[config.mk]
export PLATFORM = sky130hd
export DESIGN_NAME = vmentry_gate
export DESIGN_NICKNAME = d
export VERILOG_FILES = /design/src/rtl/vmeg_pkg.sv /design/src/rtl/vmeg_map_check.sv /design/src/rtl/vmeg_state_rules.sv /design/src/rtl/vmeg_event_rules.sv /design/src/rtl/vmeg_cause_pick.sv /design/src/rtl/vmentry_gate.sv
export SDC_FILE = /design/constraint.sdc
export NUM_CORES = 1
export LEC_CHECK = 0
export BUFFER_PORTS_ARGS = -buffer_cell sky130_fd_sc_hd__buf_2
export CAP_MARGIN = 20
export CORE_AREA = 8 8 152 154
export DETAILED_ROUTE_END_ITERATION = 6
export DIE_AREA = 0 0 160 162
export MAX_ROUTING_LAYER = met4
export SLEW_MARGIN = 20
export SYNTH_ARGS = -nofsm -noshare
export SYNTH_HDL_FRONTEND = slang
export SYNTH_SLANG_ARGS = --single-unit
[constraint.sdc]
create_clock -name clk -period 4.8 [get_ports clk]
set_clock_uncertainty 0.1 [all_clocks]
set_input_delay 0 -clock clk [delete_from_list [all_inputs] [get_ports clk]]
set_output_delay 0 -clock clk [all_outputs]
set_load 0.005 [all_outputs]
[src/rtl/vmeg_pkg.sv]
// Shared constants for the entry consistency checker.
// Assumes 64-bit control registers; cause numbers double as check priority.
package vmeg_pkg;
    localparam int REG_W     = 64;
    localparam int ASID_W    = 32;
    localparam int EVT_W     = 32;
    localparam int PAW_W     = 7;
    localparam int CAUSE_W   = 4;
    localparam int NUM_RULES = 13;

    // extended feature register fields
    localparam int EF_LME  = 8;
    localparam int EF_LMA  = 10;
    localparam int EF_VIRT = 12;
    localparam logic [REG_W-1:0] EF_RSVD = 64'hFFFF_FFFF_FFFF_02FE;

    // control register fields
    localparam int C0_PE = 0;
    localparam int C0_NW = 29;
    localparam int C0_CD = 30;
    localparam int C0_PG = 31;
    localparam int C4_PAE = 5;

    // event word fields
    localparam int EV_VALID = 31;

    typedef enum logic [2:0] {
        EV_EXTINT = 3'd0,
        EV_NMI    = 3'd2,
        EV_EXCP   = 3'd3,
        EV_SOFT   = 3'd4
    } evt_type_e;

    // rule slot in the violation vector is cause number minus one
    typedef enum logic [CAUSE_W-1:0] {
        C_PASS      = 4'd0,
        C_MSRMAP    = 4'd1,
        C_IOMAP     = 4'd2,
        C_ASID      = 4'd3,
        C_CR0_RSVD  = 4'd4,
        C_CR0_NWCD  = 4'd5,
        C_VIRT_OFF  = 4'd6,
        C_EF_RSVD   = 4'd7,
        C_NO_LMCAP  = 4'd8,
        C_NO_PAE    = 4'd9,
        C_NO_PE     = 4'd10,
        C_CS_LD     = 4'd11,
        C_EXCP_VEC  = 4'd12,
        C_EVT_TYPE  = 4'd13
    } cause_e;
endpackage

[src/rtl/vmeg_map_check.sv]
// Flags a permission-map base whose page-aligned address leaves no room for
// the whole map below the top of physical memory.
// Assumes MAP_BYTES < 2^pa_w, so pa_w of at least 14 for the default sizes.
module vmeg_map_check #(
    parameter int AW        = 64,
    parameter int PW        = 7,
    parameter int MAP_BYTES = 8192,
    parameter int PAGE_BITS = 12
) (
    input  logic [AW-1:0] base_i,
    input  logic [PW-1:0] pa_w_i,
    output logic          over_o
);
    localparam int XW = AW + 1;

    logic [XW-1:0] page_base;
    logic [XW-1:0] top_limit;

    // compare the aligned base with 2^pa_w minus the map size, one bit wider
    always_comb begin
        page_base = {1'b0, base_i[AW-1:PAGE_BITS], {PAGE_BITS{1'b0}}};
        top_limit = (XW'(1) << pa_w_i) - XW'(MAP_BYTES);
        over_o    = (page_base >= top_limit);
    end
endmodule

[src/rtl/vmeg_state_rules.sv]
// Evaluates the register-level rules: CR0 legality, extended feature register
// legality and the long-mode paging cross checks.
// Purely combinational; one output bit per rule.
module vmeg_state_rules
    import vmeg_pkg::*;
(
    input  logic [REG_W-1:0] efer_i,
    input  logic [REG_W-1:0] cr0_i,
    input  logic [REG_W-1:0] cr4_i,
    input  logic             cs_long_i,
    input  logic             cs_dsize_i,
    input  logic             lm_cap_i,
    output logic             cr0_rsvd_o,
    output logic             cr0_nwcd_o,
    output logic             virt_off_o,
    output logic             ef_rsvd_o,
    output logic             no_lmcap_o,
    output logic             no_pae_o,
    output logic             no_pe_o,
    output logic             cs_ld_o
);
    logic lme;
    logic lm_paging;

    // derive each rule from the proposed register values
    always_comb begin
        lme        = efer_i[EF_LME];
        lm_paging  = lme & cr0_i[C0_PG];
        cr0_rsvd_o = |cr0_i[REG_W-1:32];
        cr0_nwcd_o = cr0_i[C0_NW] & ~cr0_i[C0_CD];
        virt_off_o = ~efer_i[EF_VIRT];
        ef_rsvd_o  = |(efer_i & EF_RSVD);
        no_lmcap_o = (efer_i[EF_LME] | efer_i[EF_LMA]) & ~lm_cap_i;
        no_pae_o   = lm_paging & ~cr4_i[C4_PAE];
        no_pe_o    = lm_paging & ~cr0_i[C0_PE];
        cs_ld_o    = lm_paging & cr4_i[C4_PAE] & cs_long_i & cs_dsize_i;
    end
endmodule

[src/rtl/vmeg_event_rules.sv]
// Checks the legality of a requested event injection.
// An invalid word is never a fault; purely combinational.
module vmeg_event_rules
    import vmeg_pkg::*;
(
    input  logic [EVT_W-1:0] evt_i,
    output logic             bad_vec_o,
    output logic             bad_type_o
);
    logic       valid;
    logic [2:0] etype;
    logic [7:0] vec;

    // split the word and test the type/vector combination
    always_comb begin
        valid      = evt_i[EV_VALID];
        etype      = evt_i[10:8];
        vec        = evt_i[7:0];
        bad_vec_o  = valid && (etype == EV_EXCP) && ((vec == 8'd2) || (vec >= 8'd31));
        bad_type_o = valid && !((etype == EV_EXTINT) || (etype == EV_NMI) ||
                                (etype == EV_EXCP)   || (etype == EV_SOFT));
    end
endmodule

[src/rtl/vmeg_cause_pick.sv]
// Fixed-priority encoder: slot i maps to cause i+1, lowest slot wins.
// Output is 0 when no slot is set.
module vmeg_cause_pick #(
    parameter int N  = 13,
    parameter int CW = 4
) (
    input  logic [N-1:0]  viol_i,
    output logic [CW-1:0] code_o
);
    // scan from the top so the lowest set slot is written last
    always_comb begin
        code_o = '0;
        for (int i = N - 1; i >= 0; i--) begin
            if (viol_i[i]) code_o = CW'(i + 1);
        end
    end
endmodule

[src/rtl/vmentry_gate.sv]
// Top of the entry consistency checker. Samples the proposed state on
// start_i and, one clock later, reports pass/fail with a single cause for
// one cycle. Assumes start_i is a pulse from the entry controller.
module vmentry_gate
    import vmeg_pkg::*;
(
    input  logic               clk,
    input  logic               rst_n,
    input  logic               start_i,
    input  logic [REG_W-1:0]   efer_i,
    input  logic [REG_W-1:0]   cr0_i,
    input  logic [REG_W-1:0]   cr4_i,
    input  logic               cs_long_i,
    input  logic               cs_dsize_i,
    input  logic               lm_cap_i,
    input  logic [ASID_W-1:0]  asid_i,
    input  logic [EVT_W-1:0]   evt_word_i,
    input  logic [REG_W-1:0]   msr_map_base_i,
    input  logic [REG_W-1:0]   io_map_base_i,
    input  logic [PAW_W-1:0]   pa_width_i,
    output logic               done_o,
    output logic               pass_o,
    output logic [CAUSE_W-1:0] cause_o
);
    localparam int NMAPS = 2;
    localparam int MAP_SIZES [NMAPS] = '{8192, 12288};

    logic [NUM_RULES-1:0] viol;
    logic [NMAPS-1:0]     map_over;
    logic [REG_W-1:0]     map_base [NMAPS];
    logic [CAUSE_W-1:0]   first_cause;
    logic                 cr0_rsvd, cr0_nwcd, virt_off, ef_rsvd;
    logic                 no_lmcap, no_pae, no_pe, cs_ld;
    logic                 bad_vec, bad_type;

    assign map_base[0] = msr_map_base_i;
    assign map_base[1] = io_map_base_i;

    // one limit checker per permission map
    for (genvar m = 0; m < NMAPS; m++) begin : g_map
        vmeg_map_check #(
            .AW(REG_W), .PW(PAW_W), .MAP_BYTES(MAP_SIZES[m]), .PAGE_BITS(12)
        ) map_i (
            .base_i(map_base[m]), .pa_w_i(pa_width_i), .over_o(map_over[m])
        );
    end

    vmeg_state_rules state_i (
        .efer_i(efer_i), .cr0_i(cr0_i), .cr4_i(cr4_i),
        .cs_long_i(cs_long_i), .cs_dsize_i(cs_dsize_i), .lm_cap_i(lm_cap_i),
        .cr0_rsvd_o(cr0_rsvd), .cr0_nwcd_o(cr0_nwcd), .virt_off_o(virt_off),
        .ef_rsvd_o(ef_rsvd), .no_lmcap_o(no_lmcap), .no_pae_o(no_pae),
        .no_pe_o(no_pe), .cs_ld_o(cs_ld)
    );

    vmeg_event_rules event_i (
        .evt_i(evt_word_i), .bad_vec_o(bad_vec), .bad_type_o(bad_type)
    );

    // gather rules into priority slots (slot = cause - 1)
    always_comb begin
        viol = '0;
        viol[C_MSRMAP   - 1] = map_over[0];
        viol[C_IOMAP    - 1] = map_over[1];
        viol[C_ASID     - 1] = (asid_i == '0);
        viol[C_CR0_RSVD - 1] = cr0_rsvd;
        viol[C_CR0_NWCD - 1] = cr0_nwcd;
        viol[C_VIRT_OFF - 1] = virt_off;
        viol[C_EF_RSVD  - 1] = ef_rsvd;
        viol[C_NO_LMCAP - 1] = no_lmcap;
        viol[C_NO_PAE   - 1] = no_pae;
        viol[C_NO_PE    - 1] = no_pe;
        viol[C_CS_LD    - 1] = cs_ld;
        viol[C_EXCP_VEC - 1] = bad_vec;
        viol[C_EVT_TYPE - 1] = bad_type;
    end

    vmeg_cause_pick #(.N(NUM_RULES), .CW(CAUSE_W)) pick_i (
        .viol_i(viol), .code_o(first_cause)
    );

    // register the verdict in the cycle of start, present it one clock later
    always_ff @(posedge clk) begin
        if (!rst_n) begin
            done_o  <= 1'b0;
            pass_o  <= 1'b0;
            cause_o <= '0;
        end else begin
            done_o <= start_i;
            if (start_i) begin
                pass_o  <= ~|viol;
                cause_o <= first_cause;
            end
        end
    end
endmodule

==> results of run 1 <==
[cells in the final DEF, fill, tap and decap left out, types with 17 or more instances in the layout]
cell     Yosys  final
buf_2        6    262
ha_1       107    107
nand2_1    102    102
nor2_1      96     96
a21oi_1     86     86
o21ai_0     65     65
buf_4        1     54
nand3_1     36     36
nor4_1      37     36
nand4_1     29     29
nor3_1      20     20
a31oi_1     18     18
xnor2_1     17     17
[worst min path at each step]
stage,start,endpoint,slack (ns),cells past startpoint
after global placement,rst_n,cause_o[0]$_SDFFE_PN0P_,0.17,3
after CTS,start_i,cause_o[1]$_SDFFE_PN0P_,0.04,3
after global routing,start_i,done_o$_SDFF_PN0_,0.06,3
after floorplan,start_i,done_o$_SDFF_PN0_,0.03,2
after detailed placement,rst_n,cause_o[0]$_SDFFE_PN0P_,0.17,3
final,start_i,done_o$_SDFF_PN0_,0.03,3
[report_power, final]
part / internal, mW / total (mW) / switching [mW]
clock network: 0.107 / 0.138 / 0.0309
logic: 0.257 / 0.601 / 0.344
registers: 0.0524 / 0.0534 / 0.000956
total: 0.417 / 0.793 / 0.376
[kinds of logic after synthesis]
kind of cell             Yosys count  synth area share [%]
AO/OA/AOI/OAI                    252                  29.3
adder cells (fa/ha/maj)          107                  25.1
buffers and inverters             55                  4.51
multiplexers                       4                 0.822
flip-flops                         6                  2.25
AND/OR/NAND/NOR                  373                  33.9
XOR/XNOR                          25                  4.11
[routing by layer]
layer | up-vias | routed length (µm)
met1 | 3445 | 11500
li1 | 3681 | -
met3 | 51 | 2880
met4 | 0 | 1080
met5 | - | 0
met2 | 424 | 14100
[worst max-delay path: cells and delay by family]
kind	cells	cell delay [ns]
simple gates	9	1.91
buf+inv	1	0.13
fa+ha+maj	2	0.57
compound gates	8	1.69
[area by class of cell]
class,instances,share of cell area [%]
multi-input combinational,761,68.0
clock buffer,3,1.03
timing repair buffer,317,23.6
antenna,3,0.103
inverter,17,0.873
sequential,6,1.64
tap,275,4.71
[sequential cells by signal, indices dropped and copies added, names as in the netlist]
register / count
cause_o: 4
pass_o: 1
done_o: 1
==> impl_metrics.py, run 1 <==
metrics = {
    "status": {
        "status": "complete, no violations",
    },
    "cells_and_area": {
        "fin_cells": 1382,
        "fillers": 2301,
        "final_layout_size_suffix_gt1_share_pct": 30.8,
        "fin_nets": 1610,
        "area_growth_pct": 37.2,
        "fin_util_pct": 35.3,
        "regArea_um2": 120,
        "multi_input_area_mm2": 0.00497,
        "final_area_mm2": 0.00731,
    },
    "global_routing": {
        "use_met1_pct": 24.4,
        "antenna_found_initial": 3,
        "grt_util_met3_pct": 5.64,
        "grt_use_total_pct": 22.0,
        "grt_max_degree": 34,
        "grtUsageMet2_pct": 37.2,
        "grt_first_pass_wirelength_um": 43400,
        "grt_pass1_vias": 7468,
        "gr-total-overflow": 0,
        "top_usage_layer": "met2",
    },
    "timing": {
        "hold_ws_ns": 0.0300,
        "finalSetupViolCount": 0,
        "period_needed_ns": 4.29,
        "hold_violations": 0,
        "drv_slew": 0,
        "max_slew_margin_pct": 48.5,
        "fin_tns_setup_ns": 0,
        "fmaxAchievable_mhz": 233,
        "finalWorstSetupSlack_ns": 0.512,
        "tightest_slew_ns": 0.770,
        "post-route-period-util_pct": 89.3,
        "rsz0062_at_grt": "false",
    },
    "setup_path": {
        "arrival_ns": 4.30,
        "path_class": "in -> reg",
        "crit_path_start_kind": "primary input",
        "cp-endpoint": "pass_o$_SDFFE_PN0P_",
        "cp_max_fo": 4,
        "cp-startpoint": "pa_width_i[5]",
        "rr_startpoint": "cause_o[0]$_SDFFE_PN0P_",
        "endpoint_kind": "flop",
        "r2r_end": "cause_o[0]$_SDFFE_PN0P_",
        "slowest_stage": "or3_1",
        "rrSetupSlack_ns": 4.06,
        "worstPathRequired_ns": 4.82,
        "ff2ff_path_depth": 2,
        "cpPeakStageDelay_ns": 0.47,
        "crit_chain": "buf_2, or2_2, nor2_1, nand2_1, ha_1, a21o_1, a21oi_1, a21oi_1, or3_1, nor2_1, o21ai_0, ha_1, nand2_1, nor3_1, nand4_1, a31oi_1, o21ai_0, a41oi_1, nor3_1, a32o_1",
    },
    "placed_design": {
        "port_buffers": 262,
        "gp_congestion": 1.01,
        "dp_slack_ns": 0.244,
        "dp.cells": 1375,
        "dpl_cell_area_mm2": 0.00721,
        "place_hpwl_um": 25900,
    },
    "drt": {
        "ant_nets": 0,
        "firstDrtPassIters": 5,
        "via_per_inst": 5.50,
        "avgRoutedWirePerCell_um": 21.4,
        "dr_total_vias": 7601,
        "drc": 0,
        "wirelength_um": 29600,
        "drtIter0Drc": 626,
    },
    "cts": {
        "clk-insertion-delay-late_ns": 0.23,
        "clk_pin_slew_worst_paths_ns": 0.04,
        "cts_resized": 0,
        "post_cts_buffers": 0,
        "cts_max_level": 1,
        "cts_buffer_depth": 2,
        "cts_root_buffer": "clkbuf_16",
        "cts_hold_buf": 1,
        "cts_tree": "built",
        "cts-buffers-inserted": 3,
        "cts_sinks": 6,
    },
    "logic_synthesis": {
        "async_flop_share_pct": 0,
        "seq_area_frac_synth_pct": 2.25,
        "ys.flop_type": "dfxtp_1",
        "synth_area_per_cell_um2": 6.48,
        "ys_ff_latch": 6,
        "yosysMostFrequentCell": "ha_1",
        "synth_edf_count": 0,
        "synth_top_area_cell": "ha_1",
        "synth_common_cells": "ha_1 (107), nand2_1 (102), nor2_1 (96)",
        "synth_area_mm2": 0.00533,
        "yosys_warnings": 0,
        "syn_nets": 1326,
        "yosys-top-cells-area": "ha_1 (25%), a21oi_1 (8.1%), nand2_1 (7.2%)",
        "synth_top_area_share_pct": 25.1,
        "synthCells": 822,
        "yosysUniqueCellTypes": 70,
    },
    "floorplanning": {
        "core_area_mm2": 0.0207,
        "placementRows": 53,
        "io_pins": 403,
        "die_h_um": 162,
        "die_area_mm2": 0.0259,
        "die_width_um": 160,
        "start_util_pct": 25.8,
    },
    "job": {
        "max-cap-violations": 0,
    },
    "power": {
        "ir_drop_uv": 79.5,
        "total_leakage_power_nw": 3.58,
        "p_per_area_mw_per_mm2": 108,
        "p_total_mw": 0.793,
    },
    "min_path": {
        "hold_path.class": "in -> reg",
    },
}
No activity file was read; power rests on OpenSTA's default activity.
==> run 2, diff against run 1 <==
CTS_BUF_LIST = sky130_fd_sc_hd__clkbuf_8 sky130_fd_sc_hd__clkbuf_16   (was not set)
GPL_TIMING_DRIVEN = 0   (was not set)
==> impl_metrics.py, run 2 (synthesized netlist as in run 1, its figures left out) <==
metrics = {
    "power": {
        "p_total_mw": 0.797,
        "p_per_area_mw_per_mm2": 111,
        "ir_drop_uv": 79.2,
        "total_leakage_power_nw": 3.44,
    },
    "cts": {
        "cts_max_level": 1,
        "clk_pin_slew_worst_paths_ns": 0.04,
        "cts_root_buffer": "clkbuf_16",
        "cts_buffer_depth": 2,
        "cts-buffers-inserted": 3,
        "cts_sinks": 6,
        "clk-insertion-delay-late_ns": 0.23,
        "cts_tree": "built",
    },
    "setup_path": {
        "worstPathRequired_ns": 4.82,
        "path_class": "in -> reg",
        "cp_max_fo": 10,
        "crit_path_start_kind": "primary input",
        "endpoint_kind": "flop",
        "arrival_ns": 4.58,
    },
    "cells_and_area": {
        "fin_nets": 1593,
        "area_growth_pct": 35.2,
        "largest_reg_flops": 4,
        "final_cell_mix": "buf_2 (268), ha_1 (107), nand2_1 (100), nor2_1 (92), a21oi_1 (83)",
        "largestRegisters": "cause_o: 4 flops, done_o: 1 flops, pass_o: 1 flops",
        "fin_cells": 1364,
        "top_register": "cause_o",
        "final_layout_size_suffix_gt1_share_pct": 29.5,
        "final_common_cell": "buf_2",
    },
    "timing": {
        "max_slew_margin_pct": 24.0,
        "hold_violations": 0,
        "fmaxAchievable_mhz": 219,
        "drv_slew": 0,
        "finalWorstSetupSlack_ns": 0.235,
        "tightest_slew_ns": 1.13,
        "period_needed_ns": 4.56,
        "post-route-period-util_pct": 95.1,
        "fin_tns_setup_ns": 0,
        "rsz0062_at_grt": "false",
        "finalSetupViolCount": 0,
    },
    "global_routing": {
        "antenna_found_initial": 2,
        "grt_first_pass_wirelength_um": 46000,
        "grt_use_total_pct": 23.6,
        "use_met1_pct": 26.7,
        "grt_pass1_vias": 7769,
        "top_usage_layer": "met2",
        "grt_util_met3_pct": 4.18,
        "grtUsageMet2_pct": 40.3,
        "gr-total-overflow": 0,
        "grt_max_degree": 11,
    },
    "drt": {
        "ant_nets": 0,
        "drtIter0Drc": 665,
        "firstDrtPassIters": 6,
        "wirelength_um": 31600,
        "via_per_inst": 5.63,
        "drc": 0,
        "avgRoutedWirePerCell_um": 23.2,
        "dr_total_vias": 7673,
    },
    "placed_design": {
        "port_buffers": 261,
        "gp_congestion": 1.05,
        "place_hpwl_um": 27000,
        "dp.cells": 1358,
        "dp_slack_ns": -1.51,
    },
    "min_path": {
        "hold_path.class": "in -> reg",
    },
    "status": {
        "status": "complete, no violations",
    },
    "floorplanning": {
        "placementRows": 53,
        "core_area_mm2": 0.0207,
        "die_area_mm2": 0.0259,
        "io_pins": 403,
        "start_util_pct": 25.8,
        "die_h_um": 162,
        "die_width_um": 160,
    },
    "job": {
        "max-cap-violations": 0,
    },
}
[run 2: worst paths after layout]
check,to,from,slack (ns),cells past startpoint
hold / removal,done_o$_SDFF_PN0_,start_i,0.03,3
setup / recovery,cause_o[3]$_SDFFE_PN0P_,pa_width_i[4],0.24,16
setup reg to reg,cause_o[0]$_SDFFE_PN0P_,cause_o[0]$_SDFFE_PN0P_,4.05,2
hold reg to reg,cause_o[1]$_SDFFE_PN0P_,cause_o[1]$_SDFFE_PN0P_,0.36,2
[run 2: worst max-delay path: stages]
cell and delay (ns):
buf_2 0.17, buf_2 0.26, clkbuf_1 0.44, clkbuf_1 0.50, buf_1 0.63, nand2_1 0.27
o21ai_0 0.23, nor2_1 0.08, ha_1 0.32, nand3_1 0.10, or4_1 0.58, nor2_1 0.17
o31ai_1 0.15, a31oi_4 0.32, nor3_2 0.12, a32o_1 0.23
[run 2: power by group]
group	total, mW	switching (mW)	internal [mW]	leakage (nW)
Sequential	0.0540	0.00149	0.0525	0.0491
Clock	0.138	0.0305	0.107	0.0370
Combinational	0.606	0.362	0.244	3.35
[run 2: per-layer routing]
| layer | up-vias | share of wire [%] | wire length (µm) |
|---|---|---|---|
| li1 | 3640 | - | - |
| met1 | 3447 | 39 | 12200 |
| met2 | 497 | 47 | 15000 |
| met3 | 89 | 9.4 | 2960 |
| met4 | 0 | 4.6 | 1460 |
| met5 | - | 0 | 0 |
[run 2: stage by stage]
| stage | util [%] | hold slack, ns | area, µm² |
|---|---|---|---|
| after global placement | 33.7 | 0.171 | 6980 |
| after floorplan | - | 0.0306 | 5330 |
| after global routing | 34.8 | 0.0940 | 7210 |
| after CTS | 34.4 | 0.0319 | 7120 |
| after detailed placement | 33.7 | 0.173 | 6980 |
| final | 34.8 | 0.0295 | 7210 |
[run 2: final cells by class]
type                       count  area, µm²
buffer                        37        194
timing repair buffer         263       1320
antenna                        2       5.00
sequential                     6        120
clock buffer                   3       75.1
fill                        2311      13500
tap                          275        344
multi-input combinational    761       5080
inverter                      17       63.8
[run 2: what timing repair did]
| item | in CTS | in global routing |
|---|---|---|
| setup buffers | 1 | 0 |
| endpoints found under the hold margin | 2 | 0 |
| resized for setup | 20 | 22 |
| endpoints found under the setup margin | 5 | 5 |
| hold buffers | 1 | 0 |
| pin swaps | 1 | 1 |
==> run 3, diff against run 2 <==
CAP_MARGIN = 40   (was 20)
REMOVE_ABC_BUFFERS = 1   (was not set)
SETUP_SLACK_MARGIN = 0.2   (was not set)
==> impl_metrics.py, run 3 (synthesized netlist as in run 1, its figures left out) <==
metrics = {
    "setup_path": {
        "path_class": "in -> reg",
        "r2r_end": "cause_o[0]$_SDFFE_PN0P_",
        "cp_max_fo": 21,
        "endpoint_kind": "flop",
        "ff2ff_path_depth": 2,
        "rr_startpoint": "cause_o[0]$_SDFFE_PN0P_",
        "crit_path_start_kind": "primary input",
        "rrSetupSlack_ns": 4.06,
        "arrival_ns": 4.36,
        "worstPathRequired_ns": 4.82,
    },
    "placed_design": {
        "port_buffers": 262,
        "gp_congestion": 0.958,
        "place_hpwl_um": 24200,
    },
    "cts": {
        "cts_max_level": 1,
        "cts_root_buffer": "clkbuf_16",
        "cts_buffer_depth": 2,
        "clk-insertion-delay-late_ns": 0.23,
        "cts_sinks": 6,
        "cts-buffers-inserted": 3,
        "clk_pin_slew_worst_paths_ns": 0.03,
        "cts_tree": "built",
    },
    "power": {
        "clockPowerShare_pct": 17.7,
        "internal_power_mw": 0.400,
        "p_sw_mw": 0.372,
        "total_leakage_power_nw": 3.37,
        "seqPwrFrac_pct": 6.9,
        "p_per_area_mw_per_mm2": 109,
        "swShare_pct": 48.2,
        "p_total_mw": 0.772,
        "ir_drop_uv": 86.2,
        "pwr-share-comb_pct": 75.3,
    },
    "timing": {
        "fin_tns_setup_ns": 0,
        "tightest_slew_ns": 0.830,
        "hold_violations": 0,
        "finalSetupViolCount": 0,
        "fmaxAchievable_mhz": 231,
        "rsz0062_at_grt": "false",
        "hold_ws_ns": 0.0711,
        "period_needed_ns": 4.34,
        "drv_slew": 0,
        "post-route-period-util_pct": 90.4,
        "max_slew_margin_pct": 44.4,
    },
    "global_routing": {
        "grt_use_total_pct": 21.2,
        "gr-total-overflow": 0,
        "grt_first_pass_wirelength_um": 42700,
        "grt_max_degree": 43,
        "antenna_found_initial": 0,
        "grt_pass1_vias": 7428,
    },
    "floorplanning": {
        "die_h_um": 162,
        "die_area_mm2": 0.0259,
        "core_area_mm2": 0.0207,
        "die_width_um": 160,
        "start_util_pct": 25.8,
        "io_pins": 403,
        "placementRows": 53,
    },
    "cells_and_area": {
        "largestRegisters": "cause_o: 4 flops, done_o: 1 flops, pass_o: 1 flops",
        "fin_util_pct": 34.2,
        "final_common_cell": "buf_2",
        "final_cell_mix": "buf_2 (255), ha_1 (106), nand2_1 (100), nor2_1 (93), a21oi_1 (84)",
        "regArea_um2": 120,
        "top_register": "cause_o",
        "antenna_cells": 0,
        "multi_input_area_mm2": 0.00506,
        "fillers": 2318,
        "largest_reg_flops": 4,
        "fin_nets": 1561,
        "final_layout_size_suffix_gt1_share_pct": 29.1,
        "area_growth_pct": 32.6,
    },
    "job": {
        "max-cap-violations": 0,
    },
    "drt": {
        "avgRoutedWirePerCell_um": 21.5,
        "drc": 0,
        "firstDrtPassIters": 5,
        "dr_total_vias": 7443,
        "drtIter0Drc": 609,
        "wirelength_um": 28700,
        "via_per_inst": 5.60,
        "ant_nets": 0,
    },
    "min_path": {
        "worstHoldStart": "evt_word_i[31]",
        "hold_path.class": "in -> reg",
        "hold_end": "cause_o[3]$_SDFFE_PN0P_",
        "holdPathStages": 4,
    },
    "status": {
        "status": "complete, no violations",
    },
}
-- run 3: cell count changes in the layout (fill, tap and decap cells not counted), moves of 2 or more --
cell and delta:
nor2_4 -2, buf_2 -13, diode_2 -2, clkbuf_4 -2, clkbuf_1 -18, buf_1 -2
-- run 3: worst max-delay path: stages --
cell,delay [ns]
buf_4,0.21
or2_4,0.36
nor2_1,0.28
nand3_1,0.15
ha_1,0.26
inv_1,0.16
a211o_2,0.26
or2_4,0.22
a21oi_2,0.07
nor3_1,0.19
a21oi_1,0.07
o22a_1,0.22
ha_1,0.27
nand4_1,0.08
or4_1,0.60
nor2_1,0.16
o31ai_1,0.12
a31oi_2,0.17
buf_4,0.19
nor3_2,0.08
a32o_1,0.22
-- run 3: routing by layer --
layer  track usage (%)  share of wire (%)
met2              38.7                 51
met4              4.89                2.1
met3              3.47                7.9
met5                 -                  0
met1              23.9                 39
-- run 3: per-stage QoR --
step | std cells | worst slack (ns) | cell area [µm²]
finish | 1330 | 0.463 | 7070
global route | 1330 | 0.215 | 7070
CTS | 1330 | 0.205 | 7020
detailed placement | 1322 | -1.21 | 6820
global placement | 1321 | -1.31 | 6810
floorplan | 784 | 0.916 | 5150
-- run 3: layout make-up --
type                       count  area share (%)
timing repair buffer         267            19.8
inverter                      17           0.938
clock buffer                   3            1.06
sequential                     6            1.70
tap                          275            4.87
multi-input combinational    762            71.6
-- run 3: power by group through the flow --
stage	Sequential, mW	Combinational, mW	Clock [mW]
3_3_place_gp	0.0541	0.551	0
6_report	0.0536	0.582	0.137
2_1_floorplan	0.0544	0.296	0
5_1_grt	0.0539	0.641	0.144
3_5_place_dp	0.0544	0.557	0
4_1_cts	0.0536	0.571	0.140
-- run 3: timing repair --
action	4_1_cts	5_1_grt
gates resized for setup	22	15
hold buffers	2	0
gates cloned	1	0
setup buffers	2	0
pin swaps	3	0
setup endpoints to repair	5	5
hold endpoints to repair	2	0
-- run 3: worst max-delay path by stage --
stage | depth (start not counted) | slack (ns) | from | end
after floorplan | 19 | 0.92 | pa_width_i[6] | pass_o$_SDFFE_PN0P_
after global placement | 20 | -1.31 | pa_width_i[2] | pass_o$_SDFFE_PN0P_
after detailed placement | 20 | -1.21 | pa_width_i[2] | cause_o[3]$_SDFFE_PN0P_
after CTS | 19 | 0.21 | pa_width_i[5] | cause_o[3]$_SDFFE_PN0P_
after global routing | 21 | 0.21 | pa_width_i[5] | pass_o$_SDFFE_PN0P_
final | 21 | 0.46 | pa_width_i[5] | cause_o[3]$_SDFFE_PN0P_
